$ cat config.mk
export PLATFORM = sky130hd
export DESIGN_NAME = char_out_port
export DESIGN_NICKNAME = d
export VERILOG_FILES = /design/src/rtl/char_out_pkg.sv /design/src/rtl/char_out_decode.sv /design/src/rtl/char_out_ctrl.sv /design/src/rtl/char_out_rdmux.sv /design/src/rtl/char_out_port.sv
export SDC_FILE = /design/constraint.sdc
export NUM_CORES = 1
export LEC_CHECK = 0
export BUFFER_PORTS_ARGS = -buffer_cell sky130_fd_sc_hd__buf_2
export CAP_MARGIN = 20
export CORE_AREA = 2 2 45 47
export CTS_CLUSTER_SIZE = 30
export DETAILED_ROUTE_END_ITERATION = 8
export DIE_AREA = 0 0 47 49
export PLACE_DENSITY = 0.74
export SKIP_LAST_GASP = 1
export SYNTH_ARGS = -nofsm -noshare
export SYNTH_HDL_FRONTEND = slang
export SYNTH_SLANG_ARGS = --single-unit
export TNS_END_PERCENT = 20
$ cat constraint.sdc
create_clock -name clk -period 3.4 [get_ports clk]
set_input_delay 0.85 -clock clk [delete_from_list [all_inputs] [get_ports clk]]
set_output_delay 0.85 -clock clk [all_outputs]
set_load 0.02 [all_outputs]
$ cat src/rtl/char_out_pkg.sv
// Package: shared types for the character output port.
// Assumes nothing beyond standard SystemVerilog.
package char_out_pkg;

    // Which register the current bus address selects.
    typedef enum logic [1:0] {
        SEL_NONE = 2'd0,
        SEL_STAT = 2'd1,
        SEL_DATA = 2'd2
    } reg_sel_e;

endpackage

$ cat src/rtl/char_out_decode.sv
// Module: char_out_decode
// Maps a bus address to a register selection. It is purely combinational.
// Assumes the two addresses are distinct.
module char_out_decode
    import char_out_pkg::*;
#(
    parameter int              ADDR_W    = 16,
    parameter logic [ADDR_W-1:0] STAT_ADDR = 16'hF3FC,
    parameter logic [ADDR_W-1:0] DATA_ADDR = 16'hF3FF
) (
    input  logic [ADDR_W-1:0] addr,
    output reg_sel_e          sel
);

    // Compare the address against the two decoded words.
    always_comb begin
        if (addr == STAT_ADDR)      sel = SEL_STAT;
        else if (addr == DATA_ADDR) sel = SEL_DATA;
        else                        sel = SEL_NONE;
    end

endmodule

$ cat src/rtl/char_out_ctrl.sv
// Module: char_out_ctrl
// Holds the ready flag and the last accepted character, and issues the
// one-cycle strobe. Assumes done only matters while ready is low.
module char_out_ctrl #(
    parameter int CHAR_W = 8
) (
    input  logic              clk,
    input  logic              rst_n,
    input  logic              data_wr,
    input  logic [CHAR_W-1:0] wr_char,
    input  logic              done,
    output logic              ready,
    output logic [CHAR_W-1:0] char_q,
    output logic              stb
);

    logic accept;

    // A data write is taken only while the display is free.
    always_comb accept = data_wr && ready;

    // Ready flag: cleared by an accepted write, set again by done.
    always_ff @(posedge clk) begin
        if (!rst_n)               ready <= 1'b1;
        else if (accept)          ready <= 1'b0;
        else if (done && !ready)  ready <= 1'b1;
    end

    // Character register: captures the accepted character.
    always_ff @(posedge clk) begin
        if (!rst_n)      char_q <= '0;
        else if (accept) char_q <= wr_char;
    end

    // Strobe: high for the one cycle after an accepted write.
    always_ff @(posedge clk) begin
        if (!rst_n) stb <= 1'b0;
        else        stb <= accept;
    end

endmodule

$ cat src/rtl/char_out_rdmux.sv
// Module: char_out_rdmux
// Builds the read data word from the selection. It is combinational, and
// all unused bits read as zero. Assumes READY_BIT >= CHAR_W.
module char_out_rdmux
    import char_out_pkg::*;
#(
    parameter int DATA_W    = 16,
    parameter int CHAR_W    = 8,
    parameter int READY_BIT = 15
) (
    input  logic              rd,
    input  reg_sel_e          sel,
    input  logic              ready,
    input  logic [CHAR_W-1:0] char_q,
    output logic [DATA_W-1:0] rdata
);

    // Drive only the addressed register during a read.
    always_comb begin
        rdata = '0;
        if (rd) begin
            case (sel)
                SEL_STAT: rdata[READY_BIT]   = ready;
                SEL_DATA: rdata[CHAR_W-1:0]  = char_q;
                default:  rdata              = '0;
            endcase
        end
    end

endmodule

$ cat src/rtl/char_out_port.sv
// Module: char_out_port
// Memory-mapped character output port with status and data words.
// Assumes the bus asserts at most one of read or write per cycle.
module char_out_port
    import char_out_pkg::*;
#(
    parameter int                ADDR_W    = 16,
    parameter int                DATA_W    = 16,
    parameter int                CHAR_W    = 8,
    parameter int                READY_BIT = 15,
    parameter logic [ADDR_W-1:0] STAT_ADDR = 16'hF3FC,
    parameter logic [ADDR_W-1:0] DATA_ADDR = 16'hF3FF
) (
    input  logic              clk,
    input  logic              rst_n,
    input  logic [ADDR_W-1:0] bus_addr,
    input  logic              bus_wr,
    input  logic              bus_rd,
    input  logic [DATA_W-1:0] bus_wdata,
    output logic [DATA_W-1:0] bus_rdata,
    output logic [CHAR_W-1:0] disp_char,
    output logic              disp_stb,
    input  logic              disp_done
);

    reg_sel_e          sel;
    logic              data_wr;
    logic              ready_q;
    logic [CHAR_W-1:0] char_q;

    char_out_decode #(
        .ADDR_W(ADDR_W), .STAT_ADDR(STAT_ADDR), .DATA_ADDR(DATA_ADDR)
    ) u_dec (
        .addr(bus_addr), .sel(sel)
    );

    // Qualify the write strobe with the data-word selection.
    always_comb data_wr = bus_wr && (sel == SEL_DATA);

    char_out_ctrl #(.CHAR_W(CHAR_W)) u_ctrl (
        .clk(clk), .rst_n(rst_n), .data_wr(data_wr),
        .wr_char(bus_wdata[CHAR_W-1:0]), .done(disp_done),
        .ready(ready_q), .char_q(char_q), .stb(disp_stb)
    );

    char_out_rdmux #(
        .DATA_W(DATA_W), .CHAR_W(CHAR_W), .READY_BIT(READY_BIT)
    ) u_rd (
        .rd(bus_rd), .sel(sel), .ready(ready_q), .char_q(char_q),
        .rdata(bus_rdata)
    );

    // The display sees the stored character; it is valid while disp_stb is high.
    always_comb disp_char = char_q;

endmodule

Word-level counts from Yosys, hierarchy flattened. Index checks and enable logic that the tools add are counted.

Equal/unequal tests: 4. Muxes and demuxes: 7. Reductions and logical operators: 5.

Operators with widths (number): equality test 16 bit (second input constant) (2); two-way mux 16 bit (1); two-way mux 8 bit (1); two-way mux 2 bit (2); logical AND 1 bit (3); two-way mux 1 bit (3); equality test 2 x 1 -> 1 bit (second input constant) (1); equality test 2 bit (second input constant) (1); nonzero test 2 bit (1); logical NOT 1 bit (1).

Flip-flop bits (word level): 10. Logic and storage cells: 19. Bits of input ports: 37.

Logic depth before layout (Yosys ltp).
Word-level depth: 7. Mapped depth: 4. Mapped depth without buffers: 4.

Cells and area by module. From an unflattened synthesis, not the netlist that was laid out.

Cells, all modules: 68. Area, all modules: 628.1 µm².

Modules (own cells, without submodules): char_out_ctrl (area an instance 419.2 µm², cells each 43, seq. area each 200.2 µm², times used 1); char_out_rdmux (area an instance 146.4 µm², cells each 17, seq. area each 0.0 µm², times used 1); char_out_decode (area an instance 53.8 µm², cells each 7, seq. area each 0.0 µm², times used 1); char_out_port (area an instance 8.8 µm², cells each 1, seq. area each 0.0 µm², times used 1).

Worst setup path before layout. No wires, ideal clock.

Path kind: input to output. Start point: in bus_addr[10]. End point: out bus_rdata[0]. Required time: 2.550 ns. Arrival: 1.870 ns. Slack: 0.680 ns. Stages: 4. Cell sequence: nand4b_2 nor4_4 and4_4 and2_1.

Cells in the longest elaborated chain, start to end: 6. Elaborated cells between the ends (all ways): 7. Those cells by class: eq/ne: 3; mux: 4.

RTL lines: start, declared (RTL line char_out_port.sv:16) `input logic [ADDR_W-1:0] bus_addr,`; equality test 16 bit (RTL line char_out_decode.sv:18) `else if (addr == DATA_ADDR) sel = SEL_DATA;`; two-way mux 2 bit (RTL line char_out_decode.sv:18); two-way mux 2 bit (*) (RTL line char_out_decode.sv:17) `if (addr == STAT_ADDR) sel = SEL_STAT;`; equality test 2 bit (*) (RTL line char_out_rdmux.sv:22) `case (sel)`; two-way mux 8 bit (*) (RTL line char_out_rdmux.sv:22); two-way mux 16 bit (*) (RTL line char_out_rdmux.sv:21) `if (rd) begin`; end, declared (RTL line char_out_port.sv:20) `output logic [DATA_W-1:0] bus_rdata,`.

Every way passes the cells marked *; elsewhere a longest branch is shown, timed or not.

Final worst setup path.
Start point: in bus_addr[11]. End point: out bus_rdata[1].

Same word-level chain as after synthesis.

==> flow_metrics.env <==
export IMPL_status="completed"
export IMPL_syn_area_sq_um=593
export IMPL_dpl_instance_area_sq_um=820
export IMPL_utilization=0.457
export IMPL_arrival_ns=2.11
export IMPL_row_count=16
export IMPL_postCtsSetupRepairBufs=0
export IMPL_clk_latency_ns=0.25
export IMPL_fin_crit_sh=0.870
export IMPL_gr_total_overflow=0
export IMPL_ioPinCount=62
export IMPL_path_max_fanout=8
export IMPL_antenna_cells=0
export IMPL_r2r_slack_ns=2.41
export IMPL_end_kind="output pin"
export IMPL_rsz0062_at_grt="false"
export IMPL_hpwlAfterDp_mm=1.14
export IMPL_area_growth_pct=42.0
export IMPL_yosys_area_top_type="dfxtp_1"
export IMPL_cts_buffers=3
export IMPL_grt_use_total=0.121
export IMPL_hp_start="u_ctrl.char_q[3]"
export IMPL_instances_no_fill=139
export IMPL_power_uw=227
export IMPL_vdd_drop_max_v=0.000152
export IMPL_drt_first_pass_iters=2
export IMPL_cts_root_buf="clkbuf_4"
export IMPL_path_class="in -> out"
export IMPL_fin_ws_ns=0.441
export IMPL_rr_worst_depth=3
export IMPL_hold_viol_final=0
export IMPL_power_density_nw_per_um2=270
export IMPL_tns_ns=0
export IMPL_syn_inst=66
export IMPL_skew_ns=0.000964
export IMPL_final_max_slew_viol_count=0
export IMPL_wire_per_inst_um=10.1
export IMPL_die_area_sq_um=2300
export IMPL_finalInstanceArea_sq_um=842
export IMPL_rr_endpoint="u_ctrl.ready"
export IMPL_start_kind="primary input"
export IMPL_via_count=600
export IMPL_grt_pass1_vias=507
export IMPL_ctsHoldBuffers=0
export IMPL_required_ns=2.55
export IMPL_coreArea_sq_um=1840
export IMPL_nNetsFinal=151
export IMPL_final_common_cell="buf_2"
export IMPL_start_util=0.322
export IMPL_drt_iter0_drc=5
export IMPL_p_leak_nw=0.528
export IMPL_die_w_um=47
export IMPL_cts_tree="built"
export IMPL_holdWs_ns=0.471
export IMPL_period_minus_slack_ns=2.96
export IMPL_yosysTopAreaCellShare=0.338
export IMPL_clkTransAtPathRegs_ns=0.06
export IMPL_gp_congestion=0.669
export IMPL_postRouteWirelength_mm=1.41
export IMPL_port_buffers=46
export IMPL_fillers=200
export IMPL_final_layout_size_suffix_gt1_frac=0.509
export IMPL_placed_cells=136
export IMPL_hold_depth=2
export IMPL_ys_types=20
export IMPL_cts_path_max_buffers=2
export IMPL_max_cap_violations=0
export IMPL_r2r_start="u_ctrl.ready"
export IMPL_post_place_ws_ns=0.407
export IMPL_antenna_left=0
export IMPL_route_detailed_drc=0
export IMPL_yosys_warnings=0
export IMPL_cts_resized=0
export IMPL_cts_sinks=10
export IMPL_setup_viol=0
export IMPL_synth_area_top_cells="dfxtp_1 34%, mux2i_1 14%, nand2_1 10%, buf_4 8.9%, and2_1 8.4%"
export IMPL_syn_avg_cell_area_sq_um=8.99
export IMPL_min_path_type="reg -> reg"
export IMPL_htreeDepth=1
export IMPL_antenna_found_initial=0
export IMPL_grt_pass1_wl_mm=2.04
export IMPL_hold_end="u_ctrl.char_q[3]"
export IMPL_grt_max_degree=18
export IMPL_ys_ff_latch=10
export IMPL_ys_seq_area_frac=0.338
export IMPL_via_per_inst=4.32
export IMPL_fmax_mhz=338
export IMPL_die_h_um=49
export IMPL_mostFrequentLayoutCells="46 x buf_2, 16 x nand2_1, 10 x dfxtp_1"
==> cells by family (layout without fill, tap and decap cells) <==
| logic type | Yosys count | after routing | share of synthesized area |
|---|---|---|---|
| other | 1 | 7 | 0.00632 |
| DFF | 10 | 10 | 0.338 |
| muxes | 8 | 8 | 0.135 |
| and+or+nand+nor | 36 | 36 | 0.401 |
| buffers and inverters | 10 | 50 | 0.108 |
| AOI/OAI and AO/OA | 1 | 1 | 0.0127 |
==> synthesized netlist by cell type <==
cell type	count
nor2_1	2
nand4_1	1
buf_4	7
and2_1	8
dfxtp_1	10
inv_1	1
nor4_4	1
clkbuf_1	2
nand4b_2	1
conb_1	1
nand2_4	1
or2_2	1
and4_4	1
nand4b_4	1
mux2i_1	8
and4_2	1
nand2_2	1
nand2_1	16
a21o_1	1
and4_1	1
==> per-layer routing <==
| layer | wire [um] | GRT usage | part of all wire |
|---|---|---|---|
| met1 | 578 | 0.140 | 0.41 |
| met2 | 664 | 0.210 | 0.47 |
| met3 | 165 | 0.0222 | 0.12 |
| met4 | 0 | 0.0417 | 0 |
| met5 | 0 | 0 | 0 |
==> power by group <==
part | switching [mW] | internal, mW | leakage [nW]
logic | 0.0190 | 0.0148 | 0.434
clock network | 0.0357 | 0.0406 | 0.0138
registers | 0.000000565 | 0.117 | 0.0805
==> registers in the layout (all words and copies together), names as in the netlist <==
name and count:
u_ctrl.stb 1, u_ctrl.ready 1, u_ctrl.char_q 8
==> critical path: stages <==
cell	delay, ns
buf_2	0.10
nand4b_4	0.17
nor4_4	0.36
and4_4	0.33
and2_1	0.14
buf_2	0.15
==> area by class of cell <==
| class | instances | area, sq um | area share |
|---|---|---|---|
| clock buffers | 3 | 22.5 | 0.0267 |
| inverters | 1 | 3.75 | 0.00446 |
| multi-input cells | 52 | 352 | 0.418 |
| flip-flops and latches | 10 | 200 | 0.238 |
| well taps | 27 | 33.8 | 0.0401 |
| repair buffers | 46 | 230 | 0.273 |
==> worst max-delay path by stage <==
stage / start / to / cells after the start
floorplan: bus_addr[10] / bus_rdata[0] / 4
global placement: bus_addr[10] / bus_rdata[5] / 6
detailed placement: bus_addr[10] / bus_rdata[5] / 6
CTS: bus_addr[10] / bus_rdata[5] / 6
global route: bus_addr[10] / bus_rdata[7] / 6
finish: bus_addr[11] / bus_rdata[1] / 6
No activity file was read; power rests on OpenSTA's default activity.
